==> src/rtl/swbus_pkg.sv <==
package swbus_pkg;
  typedef enum logic [1:0] {SYM_ZERO, SYM_ONE, SYM_MARK, SYM_BAD} symKind_e;

  // strobes from the framing control into the datapath
  typedef struct packed {
    logic bitVal;
    logic pushData;
    logic clrData;
    logic commit;
    logic pushAddr;
    logic setAddr;
    logic matchAddr;
    logic clrSel;
    logic readStart;
    logic readStep;
    logic readArm;
  } ctrlStb_t;

  localparam logic [7:0] SLICE_RST = 8'h60;
endpackage

==> src/rtl/swbus_pulse_meter.sv <==
module swbus_pulse_meter
  import swbus_pkg::*;
#(
  parameter int CYC_PER_US = 50
) (
  input  logic     clk,
  input  logic     rstN,
  input  logic     busIn,
  output logic     fallStb,
  output logic     symValid,
  output symKind_e symKind
);
  localparam int ZMIN    = 1 * CYC_PER_US;
  localparam int ZMAX    = 8 * CYC_PER_US;
  localparam int OMIN    = 24 * CYC_PER_US;
  localparam int OMAX    = 36 * CYC_PER_US;
  localparam int MMIN    = 80 * CYC_PER_US;
  localparam int MMAX    = 120 * CYC_PER_US;
  localparam int CNT_MAX = MMAX + 1;
  localparam int CW      = $clog2(CNT_MAX + 1);

  logic          syncA, syncB, prevLow, lineLow, riseStb;
  logic [CW-1:0] widthCnt;
  symKind_e      kindNow;

  assign lineLow = ~syncB;
  assign fallStb = lineLow & ~prevLow;
  assign riseStb = ~lineLow & prevLow;

  always_comb begin
    if (widthCnt >= CW'(ZMIN) && widthCnt <= CW'(ZMAX))      kindNow = SYM_ZERO;
    else if (widthCnt >= CW'(OMIN) && widthCnt <= CW'(OMAX)) kindNow = SYM_ONE;
    else if (widthCnt >= CW'(MMIN) && widthCnt <= CW'(MMAX)) kindNow = SYM_MARK;
    else                                                     kindNow = SYM_BAD;
  end

  always_ff @(posedge clk or negedge rstN) begin
    if (!rstN) begin
      syncA    <= 1'b1;
      syncB    <= 1'b1;
      prevLow  <= 1'b0;
      widthCnt <= '0;
      symValid <= 1'b0;
      symKind  <= SYM_BAD;
    end else begin
      syncA    <= busIn;
      syncB    <= syncA;
      prevLow  <= lineLow;
      symValid <= riseStb;
      if (riseStb) symKind <= kindNow;
      if (fallStb) widthCnt <= CW'(1);
      else if (lineLow && widthCnt < CW'(CNT_MAX)) widthCnt <= widthCnt + 1'b1;
    end
  end

  // a symbol is only reported right after the line returned high
  p_sym_after_rise_r1: assert property (@(posedge clk) disable iff (!rstN)
    symValid |-> $past(riseStb));
endmodule

==> src/rtl/swbus_ctrl.sv <==
module swbus_ctrl
  import swbus_pkg::*;
(
  input  logic     clk,
  input  logic     rstN,
  input  logic     symValid,
  input  symKind_e symKind,
  input  logic     selected,
  output ctrlStb_t stb
);
  typedef enum logic [2:0] {ST_IDLE, ST_CMD, ST_ADDR, ST_INIT, ST_HOLD, ST_DATA, ST_READ} state_e;

  state_e     state, stateNxt;
  logic [1:0] cmdBits, cmdBitsNxt;
  logic [1:0] bitCnt, bitCntNxt;
  logic       isBit;

  assign isBit = symValid && (symKind == SYM_ZERO || symKind == SYM_ONE);

  always_comb begin
    stb        = '0;
    stb.bitVal = (symKind == SYM_ONE);
    stb.readArm = (state == ST_READ);
    stateNxt   = state;
    cmdBitsNxt = cmdBits;
    bitCntNxt  = bitCnt;
    if (symValid && symKind == SYM_MARK) begin
      stateNxt   = ST_CMD;
      bitCntNxt  = '0;
      stb.commit = (state == ST_DATA);
    end else if (symValid && symKind == SYM_BAD) begin
      stateNxt = ST_IDLE;
    end else if (isBit) begin
      case (state)
        ST_CMD: begin
          if (bitCnt == 2'd2) begin
            bitCntNxt = '0;
            case ({cmdBits, stb.bitVal})
              3'b010: begin stateNxt = ST_ADDR; stb.clrSel = 1'b1; end
              3'b011: stateNxt = ST_INIT;
              3'b001: begin
                stateNxt    = selected ? ST_DATA : ST_IDLE;
                stb.clrData = selected;
              end
              3'b000: begin stateNxt = ST_DATA; stb.clrData = 1'b1; end
              3'b101: begin
                stateNxt      = selected ? ST_READ : ST_IDLE;
                stb.readStart = selected;
              end
              default: stateNxt = ST_IDLE;
            endcase
          end else begin
            cmdBitsNxt = {cmdBits[0], stb.bitVal};
            bitCntNxt  = bitCnt + 1'b1;
          end
        end
        ST_ADDR, ST_INIT: begin
          stb.pushAddr = 1'b1;
          if (bitCnt == 2'd3) begin
            stateNxt      = ST_HOLD;
            stb.matchAddr = (state == ST_ADDR);
            stb.setAddr   = (state == ST_INIT);
          end else begin
            bitCntNxt = bitCnt + 1'b1;
          end
        end
        ST_DATA: stb.pushData = 1'b1;
        ST_READ: begin
          if (symKind == SYM_ZERO) stb.readStep = 1'b1;
          else                     stateNxt = ST_IDLE;
        end
        ST_HOLD: stateNxt = ST_IDLE;
        default: stateNxt = ST_IDLE;
      endcase
    end
  end

  always_ff @(posedge clk or negedge rstN) begin
    if (!rstN) begin
      state   <= ST_IDLE;
      cmdBits <= '0;
      bitCnt  <= '0;
    end else begin
      state   <= stateNxt;
      cmdBits <= cmdBitsNxt;
      bitCnt  <= bitCntNxt;
    end
  end

  // after an invalid width the framing always falls back to idle
  p_bad_aborts_r10: assert property (@(posedge clk) disable iff (!rstN)
    (symValid && symKind == SYM_BAD) |=> (state == ST_IDLE));
endmodule

==> src/rtl/swbus_datapath.sv <==
module swbus_datapath
  import swbus_pkg::*;
#(
  parameter int SLICES     = 1,
  parameter int CYC_PER_US = 50
) (
  input  logic                  clk,
  input  logic                  rstN,
  input  ctrlStb_t              stb,
  input  logic                  fallStb,
  input  logic                  initEn,
  output logic [8*SLICES-1:0]   ctrlReg,
  output logic [3:0]            devAddr,
  output logic                  addrValid,
  output logic                  selected,
  output logic                  pullLow
);
  localparam int W        = 8 * SLICES;
  localparam int IDX_W    = $clog2(W);
  localparam int DCW      = $clog2(W + 1);
  localparam int DRV_ON   = CYC_PER_US;
  localparam int DRV_OFF  = 5 * CYC_PER_US;
  localparam int TW       = $clog2(DRV_OFF + 1);
  localparam int CK_MAX   = 13 * CYC_PER_US;
  localparam int CKW      = $clog2(CK_MAX + 1);
  localparam int DEADLINE = CK_MAX - 3;
  localparam logic [W-1:0] RST_VAL = {SLICES{SLICE_RST}};

  logic [W-1:0]     dataSh;
  logic [DCW-1:0]   dataCnt;
  logic [3:0]       addrSh, addrNxt;
  logic [IDX_W-1:0] readIdx;
  logic [TW-1:0]    drvTmr;
  logic             drvOn;
  logic [CKW-1:0]   sinceFall;

  assign addrNxt = {stb.bitVal, addrSh[3:1]};
  assign pullLow = drvOn && (drvTmr >= TW'(DRV_ON));

  always_ff @(posedge clk or negedge rstN) begin
    if (!rstN) begin
      ctrlReg   <= RST_VAL;
      dataSh    <= '0;
      dataCnt   <= '0;
      addrSh    <= '0;
      devAddr   <= '0;
      addrValid <= 1'b0;
      selected  <= 1'b0;
      readIdx   <= '0;
      drvOn     <= 1'b0;
      drvTmr    <= '0;
    end else begin
      if (stb.clrData) dataCnt <= '0;
      else if (stb.pushData) begin
        dataSh <= {stb.bitVal, dataSh[W-1:1]};
        if (dataCnt < DCW'(W)) dataCnt <= dataCnt + 1'b1;
      end
      if (stb.pushAddr) addrSh <= addrNxt;
      if (stb.setAddr && initEn && !addrValid) begin
        devAddr   <= addrNxt;
        addrValid <= 1'b1;
      end
      if (stb.clrSel) selected <= 1'b0;
      if (stb.matchAddr) selected <= addrValid && (addrNxt == devAddr);
      if (stb.readStart) readIdx <= '0;
      else if (stb.readStep) readIdx <= (readIdx == IDX_W'(W - 1)) ? '0 : readIdx + 1'b1;
      // prompt answer: hold the line only for a zero bit
      if (fallStb && stb.readArm && !ctrlReg[readIdx]) begin
        drvOn  <= 1'b1;
        drvTmr <= '0;
      end else if (!stb.readArm || (drvOn && drvTmr == TW'(DRV_OFF - 1))) begin
        drvOn <= 1'b0;
      end else if (drvOn) begin
        drvTmr <= drvTmr + 1'b1;
      end
      if (stb.commit && dataCnt == DCW'(W)) begin
        if (&dataSh) begin
          ctrlReg   <= RST_VAL;
          devAddr   <= '0;
          addrValid <= 1'b0;
          selected  <= 1'b0;
        end else begin
          ctrlReg <= dataSh;
        end
      end
    end
  end

  // cycles since the last detected prompt edge, for the release check
  always_ff @(posedge clk or negedge rstN) begin
    if (!rstN) sinceFall <= CKW'(CK_MAX);
    else if (fallStb) sinceFall <= '0;
    else if (sinceFall < CKW'(CK_MAX)) sinceFall <= sinceFall + 1'b1;
  end

  // the register only moves right after a commit strobe
  p_reg_on_commit_r4: assert property (@(posedge clk) disable iff (!rstN)
    !$stable(ctrlReg) |-> $past(stb.commit));
  // a held identity never changes
  p_addr_once_r6: assert property (@(posedge clk) disable iff (!rstN)
    (addrValid && $past(addrValid)) |-> $stable(devAddr));
  // the line is only pulled while a read was open
  p_pull_in_read_r9: assert property (@(posedge clk) disable iff (!rstN)
    pullLow |-> $past(stb.readArm));
  // the line is released well before the deadline after a prompt
  p_release_deadline_r9: assert property (@(posedge clk) disable iff (!rstN)
    pullLow |-> (sinceFall < CKW'(DEADLINE)));
endmodule

==> src/rtl/swbus_slave.sv <==
module swbus_slave
  import swbus_pkg::*;
#(
  parameter int SLICES     = 1,
  parameter int CYC_PER_US = 50
) (
  input  logic                clk,
  input  logic                rstN,
  input  logic                busIn,
  input  logic                initEn,
  output logic                pullLow,
  output logic [8*SLICES-1:0] ctrlReg,
  output logic [3:0]          devAddr,
  output logic                addrValid
);
  logic     fallStb, symValid, selected;
  symKind_e symKind;
  ctrlStb_t stb;

  swbus_pulse_meter #(.CYC_PER_US(CYC_PER_US)) meter_i (
    .clk(clk), .rstN(rstN), .busIn(busIn),
    .fallStb(fallStb), .symValid(symValid), .symKind(symKind));

  swbus_ctrl ctrl_i (
    .clk(clk), .rstN(rstN), .symValid(symValid), .symKind(symKind),
    .selected(selected), .stb(stb));

  swbus_datapath #(.SLICES(SLICES), .CYC_PER_US(CYC_PER_US)) dp_i (
    .clk(clk), .rstN(rstN), .stb(stb), .fallStb(fallStb), .initEn(initEn),
    .ctrlReg(ctrlReg), .devAddr(devAddr), .addrValid(addrValid),
    .selected(selected), .pullLow(pullLow));
endmodule

==> config.mk <==
export PLATFORM = sky130hd
export DESIGN_NAME = swbus_slave
export DESIGN_NICKNAME = d
export VERILOG_FILES = /design/src/rtl/swbus_pkg.sv /design/src/rtl/swbus_pulse_meter.sv /design/src/rtl/swbus_ctrl.sv /design/src/rtl/swbus_datapath.sv /design/src/rtl/swbus_slave.sv
export SDC_FILE = /design/constraint.sdc
export NUM_CORES = 1
export LEC_CHECK = 0
export BUFFER_PORTS_ARGS = -buffer_cell sky130_fd_sc_hd__buf_2
export CORE_AREA = 2 2 88 90
export DETAILED_ROUTE_END_ITERATION = 12
export DIE_AREA = 0 0 90 92
export PLACE_DENSITY = 0.71
export SYNTH_ARGS = -nofsm -noshare
export SYNTH_HDL_FRONTEND = slang
export SYNTH_SLANG_ARGS = --single-unit
==> constraint.sdc <==
create_clock -name clk -period 1.8 [get_ports clk]
set_input_delay 0.36 -clock clk [delete_from_list [all_inputs] [get_ports clk]]
set_output_delay 0.36 -clock clk [all_outputs]
set_load 0.03 [all_outputs]
==> results of run 1 <==
per-stage QoR:
stage / cells / area, um^2
after floorplan: 381 / 3740
after CTS: 534 / 4440
after global placement: 513 / 4140
final: 535 / 4490
after global routing: 535 / 4490
after detailed placement: 513 / 4140
per-layer routing:
layer / wire length (um) / share of wire (%) / GRT usage, %
met1: 3700 / 44 / 27.1
met2: 4190 / 50 / 35.8
met3: 351 / 4.2 / 4.85
met4: 140 / 1.7 / 6.92
met5: 0 / 0 / 0
cell usage in the layout, fill, tap and decap left out, types with 11 or more instances in the layout:
master	n
nand2_1	46
a21oi_1	11
nor2_1	27
mux2_2	13
buf_4	37
buf_2	17
o21ai_0	19
nand3_1	11
dfrtp_1	58
nor4_1	11
mux2i_1	14
inv_1	15
xnor2_1	13
area by class of cell:
type / count / area [um^2] / share of cell area [%]
clock buffers: 10 / 128 / 2.85
inverters: 16 / 60.1 / 1.34
repair buffers: 58 / 425 / 9.48
multi-input cells: 276 / 1940 / 43.3
clock inverters: 6 / 113 / 2.51
well taps: 102 / 128 / 2.85
flip-flops and latches: 67 / 1690 / 37.6
state kept, by name, summed over array words and instances (netlist names), 2 cells and up:
name and flops:
meter_i.widthCnt 13, dp_i.ctrlReg 8, dp_i.dataSh 8, dp_i.drvTmr 8
dp_i.dataCnt 4, dp_i.devAddr 4, ctrl_i.state 3, dp_i.addrSh 3
dp_i.readIdx 3, ctrl_i.bitCnt 2, ctrl_i.cmdBits 2, meter_i.symKind 2
logic make-up (layout without fill, tap and decap cells):
group	count (synthesis)	in the layout	share of synthesized area [%]
AND/OR/NAND/NOR	161	161	23.6
flip-flops	67	67	45.1
AO/OA/AOI/OAI	64	64	12.0
buffers and inverters	38	90	4.29
multiplexers	29	29	8.97
XOR/XNOR	13	13	3.05
adder cells (fa/ha/maj)	9	9	3.01
worst paths after layout:
check                                        endpoint  slack, ns  cells after the start
max                                           pullLow      -0.14                      5
min                          dp_i.addrValid$_DFF_PN0_       0.03                      1
max reg2reg                    dp_i.drvOn$_DFFE_PN0P_      -0.02                      5
min reg2reg                   meter_i.syncB$_DFF_PN1_       0.37                      0
max in group asynchronous  dp_i.drvTmr[0]$_DFFE_PN0P_       1.14                      2
min in group clk              meter_i.syncA$_DFF_PN1_       0.11                      1
report_power, final:
part / switching, uW / total [uW] / leakage [uW] / internal, uW
registers: 98.4 / 1660 / 0.000900 / 1570
clock network: 595 / 1520 / 0.000121 / 926
logic: 172 / 320 / 0.000941 / 148
total: 866 / 3510 / 0.00196 / 2640
repair_timing:
action	4_1_cts	5_1_grt
pin swaps	2	8
setup buffers	4	1
setup endpoints to repair	8	29
cloned	1	0
gates resized for setup	9	11
==> impl_metrics.csv, run 1 <==
group,metric,value,unit
synthesis,async_flop_share,100,%
sta,drv_slew,0,
synthesis,synth.area.top_cells,"dfrtp_1, nand2_1, dfstp_2, mux2_2, mux2i_1",
setup_path,cp_max_fo,2,
clock_tree,cts_tree,"built",
die,die_area,8280,um^2
sta,setup_ws,-0.143,ns
synthesis,yosys.cell_types.count,63,
sta,setup_viol,5,
detailed_routing,routedWlPerCell,15.7,um
placement,io_buffers,17,
synthesis,syn_nets,394,
status,violations,"negative setup slack",
pwr,p_leak,0.00196,uW
sta,hold_ws,0.0271,ns
clock_tree,clock_path_buffers,2,
sta,skew,0.0110,ns
die,io_pins,18,
sta,fmax,515,MHz
global_route,grt_max_degree,24,
setup_path,critPathKind,"reg -> out",
setup_path,crit_chain,"buf_6, nor4_4, nor2_1, o31a_1, buf_6",
final_layout,fill_cells,641,
clock_tree,clk_pin_slew,0.08,ns
sta,tns,-0.184,ns
synthesis,ys_seq_area_share,45.1,%
sta,worst_slew_pin_slew,0.724,ns
synthesis,syn-cell-area,3740,um^2
setup_path,cp.required,1.44,ns
final_layout,nNetsFinal,441,
global_route,grt_first_pass_wirelength,13.9,mm
global_route,grt_pass1_vias,2928,
global_route,grt_overflow,0,
final_layout,area_delta_synth_final,20.0,%
synthesis,syn_area_per_cell,9.81,um^2
synthesis,yosys_warnings,0,
die,design.core.area,7450,um^2
placement,dp_slack,0.0195,ns
sta,maxSlewHeadroom,51.1,%
setup_path,cp_num_buf_inv,2,
setup_path,critPathTopFamily,"flip-flops",
detailed_routing,drcViolationCount,0,
die,rows,32,
placement,gp_congestion,0.850,
synthesis,syn_inst,381,
synthesis,yosys.cell_count.top_type,"dfrtp_1",
global_route,antenna_found_initial,0,
detailed_routing,drt_iter0_markers,169,
clock_tree,h-tree-depth,3,
placement,dp_hpwl,5.89,mm
die,die_x,90,um
setup_path,cp-start-kind,"register",
sta,period_share,108,%
die,start_util,50.2,%
synthesis,synthTopCellsByCount,"dfrtp_1, nand2_1, nor2_1",
synthesis,synth_edf_count,0,
die,die_h,92,um
clock_tree,root_buffer,"clkbuf_8",
final_layout,drive_gt1_share,27.0,%
sta,min_period,1.94,ns
synthesis,synth_seq_cells,67,
worst_hold_path,hold_class,"in -> async",
synthesis,synthFlopType,"dfrtp_1",
sta,timing_hold_violations_final,0,
global_route,groute.usage.overall,21.2,%
setup_path,cpMaxStageDelayCell,"dfrtp_1",
setup_path,endpoint_kind,"output port",
final_layout,fin_util,60.2,%
detailed_routing,vias,3081,
setup_path,r2r-start,"dp_i.readIdx[0]$_DFFE_PN0P_",
detailed_routing,ant_nets,0,
detailed_routing,dr.pass1.iters,4,
clock_tree,cts_buffers,9,
synthesis,synth_top_area_cell,"dfrtp_1",
pwr,p_per_area,782,nW/um^2
sta,rsz0062_at_grt,"true",
detailed_routing,vias_per_cell,5.76,
setup_path,crit_start,"dp_i.drvTmr[1]$_DFFE_PN0P_",
pwr,power,3510,uW
setup_path,cp.arrival,1.58,ns
status,status,"finished with violations",
final_layout,diodes,0,
job,drv_cap,0,
clock_tree,clk_latency,0.34,ns
setup_path,worst_path_largest_cell_delay,0.42,ns
clock_tree,clock-sinks,67,
synthesis,yosys.area.top_type_share,40.8,%
detailed_routing,wirelength,8.38,mm
pwr,vdd_ir_drop_max,0.603,mV
setup_path,cp_common_cell,"buf_6",
clock_tree,postCtsHoldBufs,0,
Note: power is estimated with default switching activity, not from simulation.
==> run 2: changes to the inputs <==
--- a/constraint.sdc
+++ b/constraint.sdc
@@ -3,2 +3,2 @@
 set_output_delay 0.36 -clock clk [all_outputs]
-set_load 0.03 [all_outputs]
+set_load 0.1 [all_outputs]
==> run 2 against run 1 <==
Against the previous run: the flow still finishes with violations (negative setup slack); register-to-register slack got worse by 0.02 ns; via count decreased by 3.1%; largest power group unchanged; largest cell class unchanged; first-iteration DRC count decreased by 7.1%; critical endpoint unchanged; critical path type unchanged.
==> impl_metrics.csv, run 2 (synthesis results as in run 1) <==
group,metric,value,unit
global_route,grt_overflow,0,
worst_hold_path,hold_class,"in -> async",
setup_path,cp_max_fo,2,
detailed_routing,dr.max_layer_used,"met4",
setup_path,endpoint_kind,"output port",
pwr,vdd_ir_drop_max,0.501,mV
setup_path,cp.required,1.44,ns
clock_tree,postCtsHoldBufs,0,
placement,place_inst,514,
setup_path,cp_num_buf_inv,2,
final_layout,layout_common_cells,"dfrtp_1, nand2_1, buf_4, nor2_1, o21ai_0",
sta,setup_ws,-0.215,ns
pwr,power,3270,uW
final_layout,fin_util,59.9,%
setup_path,crit_chain,"inv_1, ha_1, nor4_2, nor2_1, o31a_2, buf_8",
setup_path,cp-start-kind,"register",
sta,worst_slew_pin_slew,0.484,ns
die,die_h,92,um
clock_tree,cts_tree,"built",
final_layout,diodes,0,
final_layout,largest_reg_flops,13,
detailed_routing,routedWlPerCell,15.1,um
die,die_area,8280,um^2
detailed_routing,wl_met2,3.87,mm
sta,fmax,496,MHz
placement,dp_slack,-0.0127,ns
final_layout,drive_gt1_share,28.9,%
clock_tree,clock-sinks,67,
setup_path,worst_path_largest_cell_delay,0.35,ns
final_layout,final_common_cell,"dfrtp_1",
status,status,"finished with violations",
pwr,p_leak,0.00190,uW
job,drv_cap,0,
die,rows,32,
clock_tree,clk_pin_slew,0.07,ns
die,design.core.area,7450,um^2
sta,period_share,112,%
global_route,grt_pass1_vias,2864,
clock_tree,root_buffer,"clkbuf_8",
placement,dp_hpwl,5.68,mm
setup_path,critPathKind,"reg -> out",
die,start_util,50.2,%
status,violations,"negative setup slack",
sta,timing_hold_violations_final,0,
placement,gp_congestion,0.936,
detailed_routing,drcViolationCount,0,
detailed_routing,wirelength,8.01,mm
sta,setup_viol,9,
detailed_routing,vias_per_cell,5.62,
final_layout,largest-register,"meter_i.widthCnt",
setup_path,cp.arrival,1.66,ns
final_layout,area_delta_synth_final,19.3,%
final_layout,fill_cells,659,
placement,io_buffers,17,
detailed_routing,ant_nets,0,
sta,tns,-0.362,ns
final_layout,nNetsFinal,437,
global_route,antenna_found_initial,0,
detailed_routing,drt-met1-wl,3.81,mm
sta,min_period,2.02,ns
clock_tree,cts_setup_buffers,0,
setup_path,critPathTopFamily,"flip-flops",
setup_path,cpMaxStageDelayCell,"dfrtp_1",
global_route,grt_max_degree,68,
global_route,groute.usage.overall,20.1,%
detailed_routing,vias,2985,
detailed_routing,drt_iter0_markers,157,
clock_tree,cts_buffers,9,
clock_tree,clock_path_buffers,2,
sta,maxSlewHeadroom,67.2,%
sta,rsz0062_at_grt,"true",
sta,drv_slew,0,
die,io_pins,18,
pwr,p_per_area,733,nW/um^2
final_layout,instances_no_fill,531,
die,die_x,90,um
sta,skew,0.0106,ns
global_route,grt_first_pass_wirelength,13.5,mm
clock_tree,clk_latency,0.34,ns
detailed_routing,dr.pass1.iters,4,
detailed_routing,met3_length,229,um
clock_tree,h-tree-depth,3,
## run 2: cell types whose count changed in the layout (fill, tap and decap cells not counted), moves of 3 or more
cell,change
dfrtp_4,+3
nor2_4,+3
dfrtp_1,-4
nor2_1,-4
## run 2: cell type report
cell class | instances | area, um^2 | area share (%)
Timing Repair Buffer | 54 | 389 | 8.73
Multi-Input combinational cell | 276 | 1980 | 44.3
Clock buffer | 12 | 155 | 3.48
Inverter | 16 | 60.1 | 1.35
Sequential cell | 67 | 1700 | 38.1
Tap cell | 102 | 128 | 2.86
Clock inverter | 4 | 50.0 | 1.12
## run 2: metrics by stage
step | hold WS, ns | instance area [um^2]
after floorplan | 0.0644 | 3750
after global placement | 0.346 | 4150
after detailed placement | 0.347 | 4150
after CTS | 0.0451 | 4360
after global routing | 0.0523 | 4460
final | 0.0234 | 4460
## run 2: worst reg2reg max path: stages, from the launching register on
cell	delay, ns
dfrtp_2	0.43
mux4_2	0.55
a2111oi_4	0.46
buf_4	0.23
nor2_1	0.05
## run 2: final timing paths
check	from	endpoint	slack [ns]	depth (start not counted)
max in group asynchronous	rstN	dp_i.ctrlReg[5]$_DFFE_PN1P_	1.44	2
hold reg to reg	meter_i.syncA$_DFF_PN1_	meter_i.syncB$_DFF_PN1_	0.36	0
setup / recovery	dp_i.drvTmr[0]$_DFFE_PN0P_	pullLow	-0.22	6
min in group clk	busIn	meter_i.syncA$_DFF_PN1_	0.12	1
hold / removal	rstN	dp_i.drvTmr[4]$_DFFE_PN0P_	0.02	2
setup reg to reg	dp_i.readIdx[0]$_DFFE_PN0P_	dp_i.drvTmr[0]$_DFFE_PN0P_	-0.04	4
## run 2: metal layers
metal	track usage [%]	vias to the layer above
met5	0	-
met4	7.56	0
met3	3.37	9
met2	32.1	46
met1	27.6	1468
li1	-	1462
## run 2: repair_timing
| action | 4_1_cts | 5_1_grt |
|---|---|---|
| cloned | 0 | 1 |
| resized for setup | 3 | 25 |
| pin swaps | 1 | 10 |
| setup endpoints to repair | 12 | 31 |
## run 2: report_power, final
| group | total, uW | internal (uW) | switching [uW] |
|---|---|---|---|
| clock network | 1280 | 714 | 569 |
| logic | 336 | 150 | 186 |
| registers | 1650 | 1570 | 83.3 |
==> run 3: changes to the inputs <==
BUFFER_PORTS_ARGS = -buffer_cell sky130_fd_sc_hd__clkbuf_2   (was -buffer_cell sky130_fd_sc_hd__buf_2)
==> run 3 against run 2 <==
Against the previous run: the run still ends with negative setup slack left; global-route usage grew 0.71 points; final cell count shrank 0.94%; via count is essentially flat; first-iteration DRC count shrank 5.7%; critical path type unchanged.
==> impl_metrics.csv, run 3 (synthesis results as in run 1) <==
group,metric,value,unit
sta,worst_slew_pin_slew,0.552,ns
sta,setup_viol,1,
sta,hold_ws,0.0318,ns
sta,skew,0.00672,ns
final_layout,diodes,0,
setup_path,crit_chain,"ha_2, nor4_2, nor2_1, o31a_2, buf_12",
setup_path,r2r-start,"meter_i.widthCnt[7]$_DFFE_PN0P_",
setup_path,cpMaxStageDelayCell,"dfrtp_1",
sta,setup_ws,-0.197,ns
final_layout,finish.instance_area,4390,um^2
final_layout,final_common_cell,"dfrtp_1",
detailed_routing,drt_iter0_markers,148,
global_route,grt_first_pass_wirelength,13.9,mm
setup_path,reg2reg_slack,0.04,ns
setup_path,cp-start-kind,"register",
clock_tree,postCtsHoldBufs,0,
global_route,grt_max_degree,68,
pwr,vdd_ir_drop_max,0.493,mV
job,drv_cap,0,
die,design.core.area,7450,um^2
placement,place_area,4130,um^2
setup_path,cp.required,1.44,ns
global_route,groute.usage.overall,20.8,%
clock_tree,h-tree-depth,3,
final_layout,fill_cells,677,
setup_path,critPathTopFamily,"flip-flops",
setup_path,cp_num_buf_inv,1,
global_route,antenna_found_initial,0,
status,violations,"negative setup slack",
placement,gp_congestion,0.854,
detailed_routing,drcViolationCount,0,
detailed_routing,dr.pass1.iters,4,
detailed_routing,vias,2984,
worst_hold_path,hold_class,"in -> async",
placement,dp_hpwl,5.76,mm
die,io_pins,18,
detailed_routing,wirelength,8.26,mm
pwr,p_per_area,766,nW/um^2
clock_tree,cts_buffers,9,
detailed_routing,ant_nets,0,
die,start_util,50.2,%
setup_path,worst_path_largest_cell_delay,0.42,ns
sta,rsz0062_at_grt,"true",
status,status,"finished with violations",
final_layout,area_delta_synth_final,17.5,%
clock_tree,root_buffer,"clkbuf_8",
sta,drv_slew,0,
die,die_x,90,um
die,die_h,92,um
global_route,grt_overflow,0,
final_layout,drive_gt1_share,25.9,%
final_layout,largest_reg_flops,13,
die,rows,32,
clock_tree,clk_latency,0.34,ns
final_layout,layout_common_cells,"dfrtp_1, nand2_1, nor2_1, buf_4, o21ai_0",
placement,io_buffers,17,
clock_tree,clock-sinks,67,
clock_tree,clock_path_buffers,2,
pwr,p_leak,0.00189,uW
sta,tns,-0.197,ns
sta,maxSlewHeadroom,62.6,%
sta,timing_hold_violations_final,0,
setup_path,cp.arrival,1.64,ns
setup_path,reg2reg_to,"meter_i.widthCnt[2]$_DFFE_PN0P_",
final_layout,regArea,1700,um^2
setup_path,critPathKind,"reg -> out",
setup_path,endpoint_kind,"output port",
sta,period_share,111,%
die,die_area,8280,um^2
final_layout,largest-register,"meter_i.widthCnt",
sta,min_period,2.00,ns
final_layout,nNetsFinal,432,
detailed_routing,routedWlPerCell,15.7,um
setup_path,r2r_cells,4,
clock_tree,clk_pin_slew,0.07,ns
final_layout,multi_input_area,1930,um^2
global_route,grt_pass1_vias,2988,
detailed_routing,vias_per_cell,5.67,
sta,fmax,501,MHz
setup_path,cp_max_fo,4,
pwr,power,3360,uW
clock_tree,cts_tree,"built",
## run 3: metal layers
layer  up-vias  share of wire (%)  global-route usage (%)  routed length, um
met5         -                  0                       0                  0
met4         0                1.2                    7.95                 98
met3        12                2.9                    3.78                237
met2        45                 51                    35.5               4170
met1      1477                 45                    26.4               3750
li1       1450                  -                       -                  -
## run 3: area by class of cell
cell class	count	area share, %
Multi-Input combinational cell	276	43.9
Clock buffer	10	2.91
Clock inverter	6	2.05
Timing Repair Buffer	49	8.12
Tap cell	102	2.91
Inverter	16	1.37
Sequential cell	67	38.7
## run 3: per-stage QoR
step | utilization (%) | setup WS, ns | cells
floorplan | - | -0.0883 | 381
global placement | 55.5 | 0.0578 | 510
detailed placement | 55.5 | 0.0223 | 510
CTS | 58.6 | -0.208 | 527
global route | 59.0 | -0.265 | 526
finish | 59.0 | -0.197 | 526
## run 3: repair_timing
item	in CTS	in global routing
gates cloned	0	0
gates resized for setup	2	10
setup buffers	1	0
pin swaps	0	5
endpoints found under the setup margin	1	29
## run 3: worst max-delay path by stage
stage / depth (start not counted) / slack, ns / start / endpoint
after global routing: 5 / -0.27 / dp_i.drvTmr[1]$_DFFE_PN0P_ / pullLow
after detailed placement: 5 / 0.02 / dp_i.readIdx[0]$_DFFE_PN0P_ / dp_i.drvTmr[5]$_DFFE_PN0P_
after global placement: 5 / 0.06 / dp_i.readIdx[0]$_DFFE_PN0P_ / dp_i.drvTmr[3]$_DFFE_PN0P_
after floorplan: 4 / -0.09 / dp_i.ctrlReg[3]$_DFFE_PN0P_ / dp_i.drvTmr[0]$_DFFE_PN0P_
final: 5 / -0.20 / dp_i.drvTmr[1]$_DFFE_PN0P_ / pullLow
after CTS: 5 / -0.21 / dp_i.drvTmr[1]$_DFFE_PN0P_ / pullLow
## run 3: power by group
part	total (uW)	switching (uW)	internal (uW)	leakage, uW
clock	1370	592	783	0.000106
sequential	1650	84.4	1560	0.000892
combinational	341	191	151	0.000889
